--- config.mk ---
export PLATFORM = sky130hd
export DESIGN_NAME = mw_master
export DESIGN_NICKNAME = d
export VERILOG_FILES = /design/src/rtl/mw_pkg.sv /design/src/rtl/mw_fifo.sv /design/src/rtl/mw_tick_div.sv /design/src/rtl/mw_frame_eng.sv /design/src/rtl/mw_master.sv
export SDC_FILE = /design/constraint.sdc
export NUM_CORES = 1
export LEC_CHECK = 0
export ABC_AREA = 1
export CAP_MARGIN = 20
export CORE_UTILIZATION = 55
export CTS_CLUSTER_DIAMETER = 150
export DETAILED_ROUTE_END_ITERATION = 8
export GPL_TIMING_DRIVEN = 0
export PLACE_DENSITY_LB_ADDON = 0.25
export SLEW_MARGIN = 20
export SYNTH_ARGS = -nofsm -noshare
export SYNTH_HDL_FRONTEND = slang
export SYNTH_SLANG_ARGS = --single-unit
export TNS_END_PERCENT = 30
--- constraint.sdc ---
create_clock -name clk_i -period 4.4 [get_ports clk_i]
set_input_delay 0.88 -clock clk_i [delete_from_list [all_inputs] [get_ports clk_i]]
set_output_delay 0.88 -clock clk_i [all_outputs]
set_load 0.005 [all_outputs]
--- src/rtl/mw_pkg.sv ---
package mw_pkg;
  localparam int unsigned CMD_W    = 8;
  localparam int unsigned RESP_MAX = 16;
  localparam int unsigned RESP_MIN = 4;
  localparam int unsigned LEN_W    = $clog2(RESP_MAX + 1);

  typedef enum logic [2:0] {
    ST_IDLE, ST_CMD, ST_WAIT, ST_RESP, ST_LAST, ST_TAIL
  } mw_state_e;

  function automatic logic [LEN_W-1:0] mw_clamp_len(input logic [LEN_W-1:0] b);
    if (b < LEN_W'(RESP_MIN)) return LEN_W'(RESP_MIN);
    if (b > LEN_W'(RESP_MAX)) return LEN_W'(RESP_MAX);
    return b;
  endfunction
endpackage

--- src/rtl/mw_fifo.sv ---
module mw_fifo #(
  parameter int unsigned WIDTH = 8,
  parameter int unsigned DEPTH = 8
) (
  input  logic             clk_i,
  input  logic             rst_ni,
  input  logic             wr_i,
  input  logic [WIDTH-1:0] wdata_i,
  input  logic             rd_i,
  output logic [WIDTH-1:0] rdata_o,
  output logic             full_o,
  output logic             empty_o
);
  localparam int unsigned AW = (DEPTH > 1) ? $clog2(DEPTH) : 1;
  localparam int unsigned CW = $clog2(DEPTH + 1);

  logic [WIDTH-1:0] mem_q [DEPTH];
  logic [AW-1:0]    wptr_q, rptr_q;
  logic [CW-1:0]    cnt_q;
  logic             do_wr, do_rd;

  assign full_o  = (cnt_q == CW'(DEPTH));
  assign empty_o = (cnt_q == '0);
  assign do_wr   = wr_i & ~full_o;
  assign do_rd   = rd_i & ~empty_o;
  assign rdata_o = mem_q[rptr_q];

  function automatic logic [AW-1:0] bump(input logic [AW-1:0] p);
    return (p == AW'(DEPTH - 1)) ? '0 : p + 1'b1;
  endfunction

  always_ff @(posedge clk_i) begin
    if (do_wr) mem_q[wptr_q] <= wdata_i;
  end

  always_ff @(posedge clk_i or negedge rst_ni) begin
    if (!rst_ni) begin
      wptr_q <= '0;
      rptr_q <= '0;
      cnt_q  <= '0;
    end else begin
      if (do_wr) wptr_q <= bump(wptr_q);
      if (do_rd) rptr_q <= bump(rptr_q);
      case ({do_wr, do_rd})
        2'b10:   cnt_q <= cnt_q + 1'b1;
        2'b01:   cnt_q <= cnt_q - 1'b1;
        default: cnt_q <= cnt_q;
      endcase
    end
  end

  // a write into a full queue leaves it unchanged
  p_drop_full_r8: assert property (@(posedge clk_i) disable iff (!rst_ni)
    full_o && wr_i && !rd_i |=> full_o && $stable(wptr_q));
  // reading an empty queue does nothing
  p_rd_empty_r10: assert property (@(posedge clk_i) disable iff (!rst_ni)
    empty_o && rd_i && !wr_i |=> empty_o && $stable(rptr_q));
endmodule

--- src/rtl/mw_tick_div.sv ---
module mw_tick_div #(
  parameter int unsigned DIV_W = 8
) (
  input  logic             clk_i,
  input  logic             rst_ni,
  input  logic             en_i,
  input  logic [DIV_W-1:0] div_i,
  output logic             tick_o
);
  logic [DIV_W-1:0] cnt_q;

  assign tick_o = en_i & (cnt_q == div_i);

  always_ff @(posedge clk_i or negedge rst_ni) begin
    if (!rst_ni)        cnt_q <= '0;
    else if (!en_i)     cnt_q <= '0;
    else if (tick_o)    cnt_q <= '0;
    else                cnt_q <= cnt_q + 1'b1;
  end

  // no tick while disabled
  p_no_tick_idle_r2: assert property (@(posedge clk_i) disable iff (!rst_ni)
    !en_i |=> (cnt_q == '0));
endmodule

--- src/rtl/mw_frame_eng.sv ---
module mw_frame_eng
  import mw_pkg::*;
(
  input  logic                clk_i,
  input  logic                rst_ni,
  input  logic                tick_i,
  output logic                busy_o,
  input  logic                cont_i,
  input  logic [LEN_W-1:0]    resp_bits_i,
  input  logic                tx_empty_i,
  input  logic [CMD_W-1:0]    tx_data_i,
  output logic                tx_pop_o,
  input  logic                miso_i,
  output logic                rx_push_o,
  output logic [RESP_MAX-1:0] rx_word_o,
  output logic                sclk_o,
  output logic                fss_no,
  output logic                mosi_o
);
  mw_state_e            state_q;
  logic [CMD_W-2:0]     tx_sh_q;
  logic [RESP_MAX-2:0]  rx_sh_q;
  logic [LEN_W-1:0]     bcnt_q, nlen_q;
  logic                 sclk_q, fss_q, mosi_q;
  logic                 rise, fall, start, chain, last_bit;

  assign rise      = tick_i & ~sclk_q;
  assign fall      = tick_i &  sclk_q;
  assign start     = (state_q == ST_IDLE) & ~tx_empty_i;
  assign chain     = (state_q == ST_LAST) & fall & cont_i & ~tx_empty_i;
  assign tx_pop_o  = start | chain;
  assign last_bit  = (bcnt_q == nlen_q - 1'b1);
  assign rx_word_o = {rx_sh_q, miso_i};
  assign rx_push_o = (state_q == ST_RESP) & rise & last_bit;
  assign busy_o    = (state_q != ST_IDLE);
  assign sclk_o    = sclk_q;
  assign fss_no    = fss_q;
  assign mosi_o    = mosi_q;

  always_ff @(posedge clk_i or negedge rst_ni) begin
    if (!rst_ni) begin
      state_q <= ST_IDLE;
      tx_sh_q <= '0;
      rx_sh_q <= '0;
      bcnt_q  <= '0;
      nlen_q  <= LEN_W'(RESP_MIN);
      sclk_q  <= 1'b0;
      fss_q   <= 1'b1;
      mosi_q  <= 1'b0;
    end else begin
      if (state_q == ST_IDLE)                      sclk_q <= 1'b0;
      else if (tick_i && !(state_q == ST_TAIL && rise)) sclk_q <= ~sclk_q;

      if (start || chain) begin
        state_q <= ST_CMD;
        fss_q   <= 1'b0;
        tx_sh_q <= tx_data_i[CMD_W-2:0];
        mosi_q  <= tx_data_i[CMD_W-1];
        rx_sh_q <= '0;
        bcnt_q  <= '0;
        nlen_q  <= mw_clamp_len(resp_bits_i);
      end else begin
        unique case (state_q)
          ST_CMD: if (fall) begin
            if (bcnt_q == LEN_W'(CMD_W - 1)) begin
              state_q <= ST_WAIT;
              mosi_q  <= 1'b0;
            end else begin
              mosi_q  <= tx_sh_q[CMD_W-2];
              tx_sh_q <= {tx_sh_q[CMD_W-3:0], 1'b0};
              bcnt_q  <= bcnt_q + 1'b1;
            end
          end
          ST_WAIT: if (fall) begin
            state_q <= ST_RESP;
            bcnt_q  <= '0;
          end
          ST_RESP: if (rise) begin
            rx_sh_q <= rx_word_o[RESP_MAX-2:0];
            bcnt_q  <= bcnt_q + 1'b1;
            if (last_bit) state_q <= ST_LAST;
          end
          ST_LAST: if (fall) state_q <= ST_TAIL;
          ST_TAIL: if (rise) begin
            state_q <= ST_IDLE;
            fss_q   <= 1'b1;
          end
          default: state_q <= ST_IDLE;
        endcase
      end
    end
  end

  // serial clock parked low whenever frame select is high
  p_sclk_idle_r2: assert property (@(posedge clk_i) disable iff (!rst_ni)
    fss_q |-> !sclk_q);
  // serial clock only moves on a divider tick
  p_sclk_tick_r2: assert property (@(posedge clk_i) disable iff (!rst_ni)
    !tick_i |=> $stable(sclk_q));
  // a pop opens the frame with the command MSB on the line
  p_cmd_start_r3: assert property (@(posedge clk_i) disable iff (!rst_ni)
    start |=> !fss_q && (mosi_q == $past(tx_data_i[CMD_W-1])));
  // data line only changes at a falling edge or a frame open
  p_mosi_fall_r3: assert property (@(posedge clk_i) disable iff (!rst_ni)
    !fall && !start |=> $stable(mosi_q));
  // frame closes at the rising tick of the tail period
  p_tail_close_r6: assert property (@(posedge clk_i) disable iff (!rst_ni)
    (state_q == ST_TAIL) && rise |=> fss_q && !sclk_q);
  // chaining keeps frame select low
  p_chain_low_r7: assert property (@(posedge clk_i) disable iff (!rst_ni)
    chain |=> !fss_q);
endmodule

--- src/rtl/mw_master.sv ---
module mw_master
  import mw_pkg::*;
#(
  parameter int unsigned DIV_W      = 8,
  parameter int unsigned FIFO_DEPTH = 8
) (
  input  logic                clk_i,
  input  logic                rst_ni,
  input  logic                tx_wr_i,
  input  logic [CMD_W-1:0]    tx_data_i,
  output logic                tx_full_o,
  output logic                tx_empty_o,
  input  logic                rx_rd_i,
  output logic [RESP_MAX-1:0] rx_data_o,
  output logic                rx_full_o,
  output logic                rx_empty_o,
  output logic                rx_ovr_o,
  input  logic                cont_i,
  input  logic [LEN_W-1:0]    resp_bits_i,
  input  logic [DIV_W-1:0]    div_i,
  output logic                sclk_o,
  output logic                fss_no,
  output logic                mosi_o,
  input  logic                miso_i
);
  logic                tx_pop, rx_push, busy, tick, ovr_q;
  logic [CMD_W-1:0]    tx_head;
  logic [RESP_MAX-1:0] rx_word;

  mw_fifo #(.WIDTH(CMD_W), .DEPTH(FIFO_DEPTH)) u_tx_fifo (
    .clk_i, .rst_ni,
    .wr_i(tx_wr_i), .wdata_i(tx_data_i),
    .rd_i(tx_pop),  .rdata_o(tx_head),
    .full_o(tx_full_o), .empty_o(tx_empty_o)
  );

  mw_fifo #(.WIDTH(RESP_MAX), .DEPTH(FIFO_DEPTH)) u_rx_fifo (
    .clk_i, .rst_ni,
    .wr_i(rx_push), .wdata_i(rx_word),
    .rd_i(rx_rd_i), .rdata_o(rx_data_o),
    .full_o(rx_full_o), .empty_o(rx_empty_o)
  );

  mw_tick_div #(.DIV_W(DIV_W)) u_div (
    .clk_i, .rst_ni, .en_i(busy), .div_i, .tick_o(tick)
  );

  mw_frame_eng u_eng (
    .clk_i, .rst_ni,
    .tick_i(tick), .busy_o(busy),
    .cont_i, .resp_bits_i,
    .tx_empty_i(tx_empty_o), .tx_data_i(tx_head), .tx_pop_o(tx_pop),
    .miso_i, .rx_push_o(rx_push), .rx_word_o(rx_word),
    .sclk_o, .fss_no, .mosi_o
  );

  always_ff @(posedge clk_i or negedge rst_ni) begin
    if (!rst_ni)                    ovr_q <= 1'b0;
    else if (rx_push && rx_full_o)  ovr_q <= 1'b1;
  end
  assign rx_ovr_o = ovr_q;

  // response into a full queue raises overrun
  p_ovr_set_r9: assert property (@(posedge clk_i) disable iff (!rst_ni)
    rx_push && rx_full_o && !rx_rd_i |=> rx_ovr_o && rx_full_o);
  // overrun is sticky
  p_ovr_sticky_r9: assert property (@(posedge clk_i) disable iff (!rst_ni)
    rx_ovr_o |=> rx_ovr_o);
  // a pop only happens with a byte present
  p_pop_valid_r3: assert property (@(posedge clk_i) disable iff (!rst_ni)
    tx_pop |-> !tx_empty_o);
endmodule

==> impl_results.md <==
- Die W: 145 um
- Area growth syn-to-layout: 16.5%
- Worst IR Drop VDD: 376 uV
- Worst-margin pin slew: 0.902 ns
- P_leak: 5.54 nW
- Final Cycle Share: 93.0%
- Core footprint: 19800 um2
- Initial drt markers: 479
- Via density: 5.37
- Critical Path AT: 3.21 ns
- Row count: 51
- Root buffer cell: clkbuf_16
- Drt first pass iters: 5
- I/O Buffers: 50
- Largest net degree at the start of global routing: 51
- Met3 WL: 1.12 mm
- Tot GR Track Use: 23.0%
- CP endpoint: rx_data_o[4]
- CTS tree: done
- FF+latch count, synth: between 200 and 300
- Vias: 7696
- Syn Inst Count: around 1100
- Final setup violation count: 0
- Routed Antenna Nets: 0
- Netlist Area Pre-Place: 11300 um2
- Clock transition at path regs: 0.06 ns
- IO Count: 51
- Postcts setup bufs: 0
- Ys Warns: 0
- Delay-heaviest family, CP: buffers and inverters
- # diodes: 0
- Critical Path Start Type: flip-flop
- Top post-synthesis cells by area: edfxtp_1 51%, dfrtp_1 14%, nand2_1 6.4%
- Wire length per cell: around 16 um
- Critical R2R Capture: u_rx_fifo.cnt_q[3]
- Full die area: between 20000 and 25000 um2
- Post-synth top flop: edfxtp_1
- R2R cell count: 19
- Final hold violation count: 0
- Syn_nets: 1100
- Wl on met1: 10.3 mm
- Total Power: roughly 7.0 mW
- Routability Congestion: 0.858
- Crit path depth: 9
- First-pass GRT wire length: 38.5 mm
- Setup TNS: 0 ns
- Die H: 145 um
- Ratio of cells with drive above 1 in the final layout: 7.71%
- Crit Path Max Fanout: 10
- Min cycle time layout: 4.09 ns
- Max stage delay cell, worst path: clkdlybuf4s50_1
- DRT Wirelength: 23.5 mm
- FMAX: about 0.24 GHz
- Final #Nets: between 1000 and 1500
- CP peak stage delay: 0.54 ns
- Async S/R FF share, synth: 25.9%
- Overflow after GRT: 0
- Hold crit path type: in -> async
- Worst-Skew Late Latency: 0.53 ns
- R2R Path Start: u_eng.nlen_q[0]
- Final Slew Violations: 0
- Most frequent cells in the layout: 193 x nand2_1, 192 x edfxtp_1, 170 x nor2_1, 94 x o21ai_0, 75 x inv_1
- Inserted Clock Buffers: 27
- DR WL met2: 11.6 mm
- CP Cell Sequence: clkbuf_1, inv_1, buf_2, clkbuf_1, nor2_1, o22ai_1, nor2_1, a31oi_1, clkdlybuf4s50_1
- Reg2reg setup slack: 1.27 ns
- WP data required: 3.52 ns
- Seq/Total Area, Yosys: 66.1%
- Share of the synthesized area in the top cell type: 51.2%
- CTS Hold Bufs: 0
- Vias in the first global route: 7515
- Initial antenna violation count: 0
- Cts repair resizes: 0
- Number of synthesized flops with an enable pin: 192
- Yosys cell types: 47
- Clk buf depth: 3
- DRC viols: 0
- Status: finished, final reports clean
- Crit path capture type: output port
- Top sig layer: met4
- Most common cell after layout, fill and taps aside: nand2_1
- Worst path bufs/invs: 5
- Hpwl dp: 15.9 mm
- Clk_skew: 0.00846 ns
- H-tree depth: 1
- Max-cap violations: 0
- Initial Util: 56.9%
- Syn Area/Cell: 10.7 um2
- Clk sink count: 259
- Cell taking the most area after synthesis: edfxtp_1
- RSZ-0062 raised after global routing: no
- Max transition margin: 39.6%
- Crit Path Category: reg -> out
- CP startpoint: u_rx_fifo.rptr_q[0]
- Power Density: 531 nW/um2
## where the power goes
group          internal (mW)  leakage [nW]  total [mW]  switching [mW]
clock network           1.29         0.419        2.21           0.913
logic                  0.743          2.21        1.82            1.08
registers               2.81          2.91        2.94           0.129
## state kept, by name, indices dropped and copies added, names as in the netlist
name	cells
u_rx_fifo.wptr_q	3
rx_ovr_o	1
u_eng.state_q	3
u_rx_fifo.cnt_q	4
u_eng.fss_no	1
u_eng.nlen_q	5
u_tx_fifo.cnt_q	4
u_rx_fifo.rptr_q	3
u_eng.tx_sh_q	7
u_tx_fifo.mem_q	64
u_eng.mosi_o	1
u_eng.rx_sh_q	15
u_tx_fifo.rptr_q	3
u_eng.bcnt_q	5
u_eng.sclk_o	1
u_div.cnt_q	8
u_tx_fifo.wptr_q	3
u_rx_fifo.mem_q	128
## Yosys cell counts (2+ instances only)
master,instances
a21oi_1,8
a221oi_1,2
a31oi_1,19
a32o_1,2
buf_1,2
buf_2,4
buf_6,2
clkbuf_1,34
clkinv_1,2
dfrtp_1,65
dfstp_2,2
edfxtp_1,192
ha_1,17
inv_1,75
inv_2,4
nand2_1,193
nand2_4,2
nand3_1,73
nand3_2,2
nand3b_1,3
nand4_1,7
nor2_1,170
nor2_2,2
nor2_4,2
nor3_1,16
o21a_1,2
o21ai_0,94
o21ai_1,2
o221ai_1,2
o22ai_1,17
or2_2,2
xnor2_1,13
xor2_1,9
## stage by stage
stage               setup slack, ns  util (%)  instances  hold WS [ns]  instance area, um2
global placement             -0.391      61.1       1370         0.442               12100
global route                  0.120      66.3       1432         0.232               13100
floorplan                      1.00         -       1055         0.451               11300
detailed placement            0.478      61.9       1382         0.447               12300
CTS                           0.345      66.3       1432         0.228               13100
finish                        0.307      66.3       1432         0.233               13100
## how the worst min path moves through the flow
stage / start / to / depth (start not counted)
after global routing: rst_ni / u_tx_fifo.wptr_q[1] / 1
after floorplan: rx_ovr_o / rx_ovr_o / 1
after CTS: rst_ni / rx_ovr_o / 1
final: rst_ni / u_tx_fifo.wptr_q[1] / 1
after detailed placement: rx_ovr_o / rx_ovr_o / 1
after global placement: rx_ovr_o / rx_ovr_o / 1
## layout make-up
| cell class | count | area (um2) |
|---|---|---|
| repair buffers | 62 | 619 |
| fillers | 1499 | 6670 |
| plain buffers | 43 | 183 |
| inverters | 82 | 313 |
| clock inverters | 22 | 184 |
| clock buffers | 28 | 679 |
| well taps | 265 | 332 |
| multi-input cells | 671 | 3360 |
| flip-flops and latches | 259 | 7440 |
## metal layers
layer | track usage (%) | up-vias
met5 | 0 | -
met3 | 2.83 | 37
met4 | 6.53 | 0
li1 | - | 3791
met1 | 31.0 | 3666
met2 | 39.6 | 202
## cells by family (layout without fill, tap and decap cells)
group	after synthesis	after routing	share of synthesized area (%)
xor+xnor	22	22	1.71
compound gates	151	151	7.44
flops	259	259	66.1
simple gates	480	480	18.3
buf+inv	125	237	4.40
fa+ha+maj	18	18	2.07
(Power assumes the default switching activity.)
